===== config.mk =====
export PLATFORM = sky130hd
export DESIGN_NAME = divu_seq
export DESIGN_NICKNAME = d
export VERILOG_FILES = /design/src/rtl/divu_pkg.sv /design/src/rtl/divu_ctrl.sv /design/src/rtl/divu_datapath.sv /design/src/rtl/divu_seq.sv
export SDC_FILE = /design/constraint.sdc
export NUM_CORES = 1
export LEC_CHECK = 0
export BUFFER_PORTS_ARGS = -buffer_cell sky130_fd_sc_hd__buf_2
export CORE_UTILIZATION = 40
export DETAILED_ROUTE_END_ITERATION = 7
export GPL_TIMING_DRIVEN = 1
export SETUP_SLACK_MARGIN = 0.5
export SYNTH_ARGS = -nofsm -noshare
export SYNTH_HDL_FRONTEND = slang
export SYNTH_SLANG_ARGS = --single-unit

===== constraint.sdc =====
create_clock -name clk -period 1.5 [get_ports clk]
set_input_delay 0.3 -clock clk [delete_from_list [all_inputs] [get_ports clk]]
set_output_delay 0.3 -clock clk [all_outputs]
set_load 0.02 [all_outputs]

===== src/rtl/divu_pkg.sv =====
// Package: shared types for the restoring divider.
// Assumes: nothing beyond the language itself.
package divu_pkg;
    typedef enum logic [1:0] {
        ST_IDLE = 2'd0,
        ST_RUN  = 2'd1,
        ST_FIX  = 2'd2
    } divu_state_e;
endpackage


===== src/rtl/divu_ctrl.sv =====
// Control sequencer: accepts a start while idle, runs N step cycles, then one
// fix-up cycle, and pulses done.
// Assumes: start is sampled at rising edges; reset is synchronous, active low.
module divu_ctrl
    import divu_pkg::*;
#(
    parameter int N = 4
) (
    input  logic clk,
    input  logic rst_n,
    input  logic start,
    output logic load,
    output logic step,
    output logic fix,
    output logic busy,
    output logic done
);
    localparam int CW = (N > 1) ? $clog2(N) : 1;
    localparam logic [CW-1:0] LAST = CW'(N - 1);

    divu_state_e state_q;
    logic [CW-1:0] cnt_q;

    // Decode control strobes from the current state.
    always_comb begin
        busy = (state_q != ST_IDLE);
        load = (state_q == ST_IDLE) && start;
        step = (state_q == ST_RUN);
        fix  = (state_q == ST_FIX);
    end

    // Advance the sequencer and count step cycles.
    always_ff @(posedge clk) begin
        if (!rst_n) begin
            state_q <= ST_IDLE;
            cnt_q   <= '0;
            done    <= 1'b0;
        end else begin
            done <= 1'b0;
            case (state_q)
                ST_IDLE: if (start) begin
                    state_q <= ST_RUN;
                    cnt_q   <= '0;
                end
                ST_RUN: begin
                    cnt_q <= cnt_q + 1'b1;
                    if (cnt_q == LAST) state_q <= ST_FIX;
                end
                ST_FIX: begin
                    state_q <= ST_IDLE;
                    done    <= 1'b1;
                end
                default: state_q <= ST_IDLE;
            endcase
        end
    end


    done_single_chk: assert property (@(posedge clk) disable iff (!rst_n)
        done |=> !done);

    done_not_busy_chk: assert property (@(posedge clk) disable iff (!rst_n)
        done |-> !busy);

    fix_then_done_chk: assert property (@(posedge clk) disable iff (!rst_n)
        fix |=> (done && !busy));

    start_busy_ignored_chk: assert property (@(posedge clk) disable iff (!rst_n)
        (step && cnt_q != LAST) |=> step);
endmodule


===== src/rtl/divu_datapath.sv =====
// Datapath: the (2N+1)-bit working register with a guard bit, the captured
// divisor and the zero flag; performs load, trial subtract/restore and fix-up.
// Assumes: load, step and fix are mutually exclusive strobes from the sequencer.
module divu_datapath #(
    parameter int N = 4
) (
    input  logic         clk,
    input  logic         rst_n,
    input  logic         load,
    input  logic         step,
    input  logic         fix,
    input  logic [N-1:0] dividend,
    input  logic [N-1:0] divisor,
    output logic [N-1:0] quotient,
    output logic [N-1:0] remainder,
    output logic         div_zero
);
    localparam int W = 2 * N + 1;

    logic [W-1:0] acc_q;
    logic [N-1:0] dvs_q;
    logic [N:0]   upper;
    logic [N+1:0] diff;
    logic         borrow;

    // Trial subtraction on the guarded upper part; the top bit is the borrow.
    always_comb begin
        upper  = acc_q[W-1:N];
        diff   = {1'b0, upper} - {2'b00, dvs_q};
        borrow = diff[N+1];
    end

    // Update the working register, divisor copy and zero flag.
    always_ff @(posedge clk) begin
        if (!rst_n) begin
            acc_q    <= '0;
            dvs_q    <= '0;
            div_zero <= 1'b0;
        end else if (load) begin
            acc_q    <= {{N{1'b0}}, dividend, 1'b0};
            dvs_q    <= divisor;
            div_zero <= (divisor == '0);
        end else if (step) begin
            if (borrow) acc_q <= {acc_q[W-2:0], 1'b0};
            else        acc_q <= {diff[N-1:0], acc_q[N-1:0], 1'b1};
        end else if (fix) begin
            acc_q <= {1'b0, acc_q[W-1:N+1], acc_q[N-1:0]};
        end
    end

    assign quotient  = acc_q[N-1:0];
    assign remainder = acc_q[W-2:N];


    rem_below_divisor_chk: assert property (@(posedge clk) disable iff (!rst_n)
        fix |=> (div_zero || (remainder < dvs_q)));

    guard_clear_chk: assert property (@(posedge clk) disable iff (!rst_n)
        fix |=> !acc_q[W-1]);

    hold_idle_chk: assert property (@(posedge clk) disable iff (!rst_n)
        (!load && !step && !fix) |=> ($stable(acc_q) && $stable(div_zero)));

    zero_all_ones_chk: assert property (@(posedge clk) disable iff (!rst_n)
        (fix && div_zero) |=> (quotient == {N{1'b1}}));
endmodule


===== src/rtl/divu_seq.sv =====
// Top: unsigned restoring sequential divider, one quotient bit per cycle,
// results valid N+1 edges after an accepted start.
// Assumes: operands stable only at the start edge; later changes are ignored.
module divu_seq #(
    parameter int N = 4
) (
    input  logic         clk,
    input  logic         rst_n,
    input  logic         start,
    input  logic [N-1:0] dividend,
    input  logic [N-1:0] divisor,
    output logic         busy,
    output logic         done,
    output logic         div_zero,
    output logic [N-1:0] quotient,
    output logic [N-1:0] remainder
);
    logic load, step, fix;

    divu_ctrl #(.N(N)) ctrl_i (
        .clk   (clk),
        .rst_n (rst_n),
        .start (start),
        .load  (load),
        .step  (step),
        .fix   (fix),
        .busy  (busy),
        .done  (done)
    );

    divu_datapath #(.N(N)) dp_i (
        .clk       (clk),
        .rst_n     (rst_n),
        .load      (load),
        .step      (step),
        .fix       (fix),
        .dividend  (dividend),
        .divisor   (divisor),
        .quotient  (quotient),
        .remainder (remainder),
        .div_zero  (div_zero)
    );


    accept_busy_chk: assert property (@(posedge clk) disable iff (!rst_n)
        (start && !busy) |=> busy);
endmodule


Yosys cells after proc, flatten, opt, wreduce, memory -nomap -nowiden
Index checks and enable logic that the tools add are counted.
- add/sub/neg operators: 2
- equality and inequality tests: 5
- muxes and demuxes: 10
- bitwise gates (word level): 1
- reductions and logical operators: 11
- operators by type and width (operator ; count):
    $mux W9 ; 3
    $pmux W2 S2 ; 2
    $reduce_bool A2 Y1 ; 4
    $mux W2 ; 3
    $sub A5 B4 Y6 ; 1
    $mux W5 ; 1
    $eq A2 B2 Y1 const B ; 2
    $logic_not A4 Y1 ; 1
    $ne A2 B2 Y1 const B ; 2
    $reduce_and A2 Y1 ; 2
    $reduce_bool A3 Y1 ; 1
    $add A2 B1 Y2 const B ; 1
    $eq A2 B1 Y1 const B ; 1
    $logic_not A2 Y1 ; 1
    $reduce_or A2 Y1 ; 1
    $logic_and A1 B1 Y1 ; 1
    $mux W1 ; 1
    $not A1 Y1 ; 1
- register bits after elaboration: 19
- bits of input ports: 11
- logic and storage cells: 38

Depth between registers and ports, before layout
Gate-level depths: netlist of run 1.
- word-level depth: 4
- mapped depth: 7
- gate-level depth less buffers: 6

Modules after synthesis
A second synthesis of run 1 with hierarchy kept.
- cells, all modules: 127
- area total of the unflattened synthesis: 1113.6 µm²
- modules (own cells, without submodules) (module ; instances ; cells each ; area an instance (µm²)):
    divu_datapath ; 1 ; 102 ; 892.1
    divu_ctrl ; 1 ; 25 ; 221.5

Worst setup path before layout of run 1
OpenSTA, ideal clock, no wires.
- path kind: register -> register
- from: reg ctrl_i.state_q[0]
- to: reg dp_i.acc_q[7]
- library setup time: 0.095 ns
- data arrival time: 1.363 ns
- setup slack: 0.041 ns
- cell stages (with the launch flop): 8
- path through: dfxtp_1 inv_1 ha_1 a21boi_2 and3_1 buf_6 inv_2 o311ai_1
- word-level cells in the longest chain between the ends: 3
- elaborated cells on any way between the ends: 7
- classes of those cells: 2 x eq/ne; 1 x mux; 4 x reduce/logical
- ends and longest elaborated chain (item ; line ; source):
    from (decl) ; divu_ctrl.sv:21 ; divu_state_e state_q;
    from (signal assigned) ; divu_ctrl.sv:35 ; state_q <= ST_IDLE;
    from (signal assigned) ; divu_ctrl.sv:42 ; state_q <= ST_RUN;
    from (signal assigned) ; divu_ctrl.sv:47 ; if (cnt_q == LAST) state_q <= ST_FIX;
    $logic_not A2 Y1 ; divu_ctrl.sv:27 ; load = (state_q == ST_IDLE) && start;
    $logic_and A1 B1 Y1 ; divu_ctrl.sv:27 ;
    $reduce_or A2 Y1 (no source line) ; n/a ;
    to (signal assigned) ; divu_datapath.sv:40 ; acc_q <= {{N{1'b0}}, dividend, 1'b0};
    to (signal assigned) ; divu_datapath.sv:44 ; if (borrow) acc_q <= {acc_q[W-2:0], 1'b0};
    to (signal assigned) ; divu_datapath.sv:45 ; else acc_q <= {diff[N-1:0], acc_q[N-1:0], 1'b1};
    to (decl) ; divu_datapath.sv:20 ; logic [W-1:0] acc_q;
Parallel ways exist; a longest one is shown, timed or not.
A chain may end at the register's enable or synchronous reset.

Worst setup path in the final report of run 1
- from: reg dp_i.dvs_q[1]
- to: reg dp_i.acc_q[8]
- word-level cells in the longest chain between the ends: 3
- ends and longest elaborated chain (item ; line ; source):
    from (decl) ; divu_datapath.sv:21 ; logic [N-1:0] dvs_q;
    from (signal assigned) ; divu_datapath.sv:41 ; dvs_q <= divisor;
    $sub A5 B4 Y6 ; divu_datapath.sv:29 ; diff = {1'b0, upper} - {2'b00, dvs_q};
    $mux W9 ; divu_datapath.sv:44 ;
    $mux W9 ; divu_datapath.sv:43 ; end else if (step) begin
    to (signal assigned) ; divu_datapath.sv:44 ;
    to (signal assigned) ; divu_datapath.sv:45 ;
    to (signal assigned) ; divu_datapath.sv:47 ; acc_q <= {1'b0, acc_q[W-1:N+1], acc_q[N-1:0]};
Every way passes these cells.

==> flow_summary.ini, run 1 <==
[timing]
timing.final.max_slew_violations = 0
slew_headroom_pct = 69.1
whs_ns = 0.204
final-hold-violation-count = 0
worstMarginPinSlew_ns = 0.463
setup_viol_count_final = 0
finalCriticalPeriod_ns = 1.43
final_min_period_over_clock_period_pct = 95.6
rsz_0062_raised_after_global_routing = yes
setup-tns-final_ns = 0
final.setup_skew_ns = 0.00697
fmax_mhz = 697

[critical_path]
critical-path-slowest-cell = sky130_fd_sc_hd__dfxtp_2
crit_fanout = 5
critPathLaunchType = flop
critPathCaptureType = flop
worstRegToRegCells = 7
cp.required_ns = 1.72
cp.arrival_ns = 1.66
max_stage_delay_ns = 0.37
timing_worst_setup_path_type = reg -> reg
critPathBufInv = 2
register_to_register_setup_slack_ns = 0.07
regToRegEndpoint = dp_i.acc_q[8]
critical_path.cell_chain = inv_4 > ha_4 > nand2b_4 > a21oi_4 > buf_4 > a211oi_2 > a32o_1
critical_path.top_delay_family = compound AO/OA/AOI/OAI gates
timing.rr.start = dp_i.dvs_q[1]

[synthesis]
synth_largest_area_cell = sky130_fd_sc_hd__dfxtp_1
multiplexer_share_of_the_synthesized_area_pct = 2.70
ys_ff_latch = 19
post_synth_instance_area_sq_um = 1110
synth_cell_type_count = 36
syn-num-nets = 152
synth-simple-area-share_pct = 18.9
main_combinational_cell_family_by_area_after_synthesis = compound AO/OA/AOI/OAI gates
synth_ff_type = sky130_fd_sc_hd__dfxtp_1
synthesis.yosys.warnings = 0
synth_area_in_compound_gates_pct = 20.0
synth_enable_flop_cells = 0
yosys_top_cell_area_share_pct = 34.2
share_of_flip_flops_with_an_asynchronous_set_or_reset_pct = 0
syn-mean-instance-area_sq_um = 8.44
yosysSeqAreaShare_pct = 34.2
syn-instance-count = 132
synth_fa_ha_area_share_pct = 10.8
top_post_synthesis_cells_by_area = sky130_fd_sc_hd__dfxtp_1 34%, sky130_fd_sc_hd__ha_1 9.0%, sky130_fd_sc_hd__nand2_1 6.4%, sky130_fd_sc_hd__buf_4 5.4%, sky130_fd_sc_hd__a21oi_1 4.0%
synthXorXnorAreaFrac_pct = 0.787

[die]
die-width_um = 54.8
dieArea_sq_um = 3000
die_h_um = 54.8
initial_core_util_pct = 43.8
placeableCoreArea_sq_um = 2540
floorplan.io_pins = 22
rows = 18

[run]
cap_violations = 0

[grt]
grt_max_degree = 15
grt_usage_pct = 21.5
antenna_found_initial = 0
grt_first_pass_wirelength_mm = 4.48
grt_pass1_vias = 961
globalRouteOverflowTotal = 0

[clocking]
numCtsBuffers = 3
clkTransAtPathRegs_ns = 0.13
tritoncts = done
htree_levels = 1
clock_path_buffers = 2
cts.root.buffer_cell = sky130_fd_sc_hd__clkbuf_4
numClockSinks = 19
worstSkewPairLatency_ns = 0.32

[placed_design]
gp_congestion = 0.741
placed_inst_area_sq_um = 1280
dp_hpwl_mm = 1.69
place.port_buffers = 21

[route]
route.detailed.drc = 0
wl_per_cell_um = 14.7
route.final.wire_length_mm = 2.94
detail_route.vias_per_cell = 5.27
detailroute.via_count = 1054
ant_nets = 0
drt_first_pass_iters = 4
initialDrtViolationCount = 16

[cells_and_area]
finish.instance_area_sq_um = 1720
antenna_diode_count = 0
commonest_non_fill_non_tap_cell_in_the_layout = sky130_fd_sc_hd__buf_4
n_fill_cell = 206
area_growth_pct = 54.4
most-common-layout-cells = 20 x sky130_fd_sc_hd__buf_4, 16 x sky130_fd_sc_hd__nand2_1, 16 x sky130_fd_sc_hd__buf_6
postLayoutCoreUtil_pct = 67.6
final_nets = 191
drive_above_1_share_pct = 60.6

[min_path]
min-delay-start = divisor[2]
hold_path_depth = 3
holdPathEnd = dp_i.dvs_q[2]
min_path_type = in -> reg

[run_status]
status = finished clean

[power_and_ir_drop]
max-vdd-ir-drop_mv = 0.724
pwr_density_cell_nw_per_um2 = 759
p_leak_nw = 0.683
-- routing by layer --
layer  GRT usage [%]  share of wire, %  vias up
met5               0                 0        -
met4            5.13               1.4        0
met3            5.00               2.9        6
met2            38.4                52       20
met1            25.5                43      502
li1                -                 -      526
-- tightest hold or removal path, cell delays in order --
cell and delay [ns]:
sky130_fd_sc_hd__buf_2 0.10, sky130_fd_sc_hd__nand2_1 0.05, sky130_fd_sc_hd__a21oi_1 0.05
-- stage by stage --
stage,worst slack (ns),total power [mW],instances
floorplan,0.138,0.813,132
global route,0.00987,1.37,200
finish,0.0660,1.30,200
detailed placement,0.0557,0.854,171
CTS,0.105,1.24,193
global placement,0.0621,0.849,171
-- report_power, final --
group,switching [mW],total [mW],internal (mW)
clock,0.189,0.291,0.102
sequential,0.0215,0.552,0.531
combinational,0.220,0.460,0.240
total,0.431,1.30,0.873
-- area by class of cell --
class	count	area [sq um]	area share (%)
Clock buffer	3	22.5	1.31
Clock inverter	1	7.51	0.437
Inverter	13	51.3	2.98
Multi-Input combinational cell	86	773	45.0
Sequential cell	19	407	23.7
Tap cell	30	37.5	2.18
Timing Repair Buffer	48	420	24.5
-- cell families (layout without fill, tap and decap cells) --
| group | count (synthesis) | after routing |
|---|---|---|
| simple gates | 42 | 42 |
| compound gates | 31 | 31 |
| buf+inv | 27 | 65 |
| flops | 19 | 19 |
| fa+ha+maj | 9 | 9 |
| mux | 3 | 3 |
| xor+xnor | 1 | 1 |
-- Yosys cell counts, types with 2 or more instances --
library cell,instances
sky130_fd_sc_hd__nand4b_1,3
sky130_fd_sc_hd__ha_1,8
sky130_fd_sc_hd__nand2b_1,2
sky130_fd_sc_hd__o21ai_0,3
sky130_fd_sc_hd__dfxtp_1,19
sky130_fd_sc_hd__mux2i_1,3
sky130_fd_sc_hd__nor2_1,8
sky130_fd_sc_hd__a21oi_1,9
sky130_fd_sc_hd__o2bb2ai_1,2
sky130_fd_sc_hd__a211oi_1,6
sky130_fd_sc_hd__and3_1,2
sky130_fd_sc_hd__clkbuf_1,3
sky130_fd_sc_hd__inv_1,12
sky130_fd_sc_hd__o311ai_1,2
sky130_fd_sc_hd__nand2_1,19
sky130_fd_sc_hd__buf_4,8
sky130_fd_sc_hd__buf_2,2
sky130_fd_sc_hd__o211ai_1,3
-- sequential cells by signal (all words and copies together), names as in the netlist --
register	flops
dp_i.acc_q	9
dp_i.dvs_q	4
ctrl_i.cnt_q	2
ctrl_i.state_q	2
ctrl_i.done	1
dp_i.div_zero	1
-- worst max-delay path by stage --
| stage | startpoint | to | slack (ns) | depth (start not counted) |
|---|---|---|---|---|
| after floorplan | ctrl_i.state_q[1] | dp_i.acc_q[5] | 0.14 | 7 |
| after global placement | ctrl_i.state_q[1] | dp_i.acc_q[5] | 0.06 | 6 |
| after detailed placement | ctrl_i.state_q[1] | dp_i.acc_q[5] | 0.06 | 6 |
| after CTS | ctrl_i.state_q[0] | busy | 0.10 | 4 |
| after global routing | dp_i.dvs_q[2] | dp_i.acc_q[0] | 0.01 | 6 |
| final | dp_i.dvs_q[1] | dp_i.acc_q[8] | 0.07 | 7 |
-- repair_timing --
action / in CTS / in global routing
pin swaps: 8 / 11
hold buffers: 0 / 0
gates resized for setup: 55 / 10
setup endpoints to repair: 29 / 30
gates cloned: 0 / 1
buffers inserted: 18 / 6
Power figures use the tool's default switching activity.
==> run 2: changes to the inputs <==
- CELL_PAD_IN_SITES_DETAIL_PLACEMENT: not set -> 0
- CELL_PAD_IN_SITES_GLOBAL_PLACEMENT: not set -> 1
- CORE_UTILIZATION: 40 -> 36
- MAX_ROUTING_LAYER: not set -> met4
- PLACE_DENSITY_LB_ADDON: not set -> 0.1
==> flow_summary.ini, run 2 (synthesized netlist as in run 1, its figures left out) <==
[run_status]
status = finished with violations
failed_checks = DRC

[min_path]
holdPathEnd = ctrl_i.done
min_path_type = in -> reg
min-delay-start = rst_n
hold_path_depth = 2

[cells_and_area]
largest_register_ff_count = 9
n_fill_cell = 250
antenna_diode_count = 0
biggestRegsByFlops = dp_i.acc_q x9, dp_i.dvs_q x4
largest-register = dp_i.acc_q
area.sequential_sq_um = 408
final_nets = 189
area_growth_pct = 53.8
most-common-layout-cells = 18 x sky130_fd_sc_hd__buf_4, 17 x sky130_fd_sc_hd__buf_6, 15 x sky130_fd_sc_hd__nand2_1
drive_above_1_share_pct = 61.3
postLayoutCoreUtil_pct = 60.0
multiInputGateArea_sq_um = 800
number_of_standard_cells_in_the_final_layout_excluding_fillers = 199
commonest_non_fill_non_tap_cell_in_the_layout = sky130_fd_sc_hd__buf_4

[grt]
globalRouteOverflowTotal = 0
grt_usage_pct = 18.0
grt_pass1_vias = 965
grt_first_pass_wirelength_mm = 4.46
grt_max_degree = 15
antenna_found_initial = 0

[timing]
setup_viol_count_final = 0
finalCriticalPeriod_ns = 1.41
fmax_mhz = 711
slew_headroom_pct = 61.3
timing.final.max_slew_violations = 0
final-hold-violation-count = 0
final_min_period_over_clock_period_pct = 93.7
whs_ns = 0.233
setup-tns-final_ns = 0
worstMarginPinSlew_ns = 0.580
final.setup_skew_ns = 0.00255
rsz_0062_raised_after_global_routing = yes

[clocking]
tritoncts = done
cts.root.buffer_cell = sky130_fd_sc_hd__clkbuf_4
hold_buffers = 0
worstSkewPairLatency_ns = 0.30
htree_levels = 1
numClockSinks = 19
numCtsBuffers = 3
clkTransAtPathRegs_ns = 0.12
clock_path_buffers = 2

[die]
floorplan.io_pins = 22
die_h_um = 57.6
rows = 19
initial_core_util_pct = 39.0
die-width_um = 57.6
dieArea_sq_um = 3320
placeableCoreArea_sq_um = 2850

[critical_path]
worstRegToRegCells = 7
critPathCaptureType = flop
timing_worst_setup_path_type = reg -> reg
cp.required_ns = 1.71
register_to_register_setup_slack_ns = 0.09
timing.rr.start = dp_i.dvs_q[1]
crit_fanout = 3
cp.arrival_ns = 1.61
regToRegEndpoint = dp_i.acc_q[8]
critPathLaunchType = flop

[placed_design]
dp_hpwl_mm = 1.78
place.port_buffers = 21
dp.cells = 175
gp_congestion = 0.797

[run]
cap_violations = 0

[power_and_ir_drop]
fin_total_pwr_mw = 1.29
p_leak_nw = 0.673
max-vdd-ir-drop_mv = 0.450
pwr_density_cell_nw_per_um2 = 750

[route]
route.final.wire_length_mm = 2.72
ant_nets = 0
wl_per_cell_um = 13.7
route.detailed.drc = 1
detail_route.vias_per_cell = 5.27
detailroute.via_count = 1048
drt_first_pass_iters = 6
initialDrtViolationCount = 33
## run 2: area by class of cell
class	instances	area share [%]
clock buffers	4	1.53
inverters	13	2.85
multi-input cells	86	46.7
flip-flops and latches	19	23.8
well taps	31	2.26
repair buffers	46	22.9
## run 2: what timing repair did
item / 4_1_cts / 5_1_grt
endpoints found under the setup margin: 29 / 29
setup buffers: 15 / 5
cloned: 0 / 0
pin swaps: 13 / 15
resized for setup: 48 / 20
## run 2: power breakdown
part	leakage (nW)	switching [mW]	internal (mW)
sequential	0.163	0.0209	0.531
combinational	0.496	0.222	0.239
clock	0.0150	0.169	0.104
## run 2: critical path, cell delays in order, from the launching register on
cell,delay [ns]
sky130_fd_sc_hd__dfxtp_2,0.35
sky130_fd_sc_hd__inv_2,0.05
sky130_fd_sc_hd__ha_4,0.26
sky130_fd_sc_hd__nand2b_4,0.06
sky130_fd_sc_hd__a21oi_4,0.21
sky130_fd_sc_hd__buf_4,0.15
sky130_fd_sc_hd__a211oi_2,0.03
sky130_fd_sc_hd__a32o_1,0.20
## run 2: metal layers
metal	vias up	routed length (um)	global-route usage [%]
met5	-	0	-
met4	0	25	6.62
met3	4	77	2.01
met2	22	1260	27.9
met1	499	1360	24.3
li1	523	-	-
## run 2: stage by stage
stage | area (sq um) | setup WS (ns)
floorplan | 1240 | 0.138
global placement | 1300 | 0.0953
detailed placement | 1300 | 0.108
CTS | 1580 | 0.109
global route | 1710 | 0.0223
finish | 1710 | 0.0939
## run 2: how the worst max path moves through the flow
| stage | endpoint | depth (start not counted) | slack [ns] | startpoint |
|---|---|---|---|---|
| after detailed placement | dp_i.acc_q[5] | 6 | 0.11 | ctrl_i.state_q[1] |
| after CTS | dp_i.acc_q[0] | 6 | 0.11 | dp_i.dvs_q[1] |
| after global placement | dp_i.acc_q[0] | 5 | 0.1 | dp_i.acc_q[7] |
| after global routing | dp_i.acc_q[7] | 6 | 0.02 | dp_i.acc_q[5] |
| after floorplan | dp_i.acc_q[5] | 7 | 0.14 | ctrl_i.state_q[1] |
| final | dp_i.acc_q[8] | 7 | 0.09 | dp_i.dvs_q[1] |
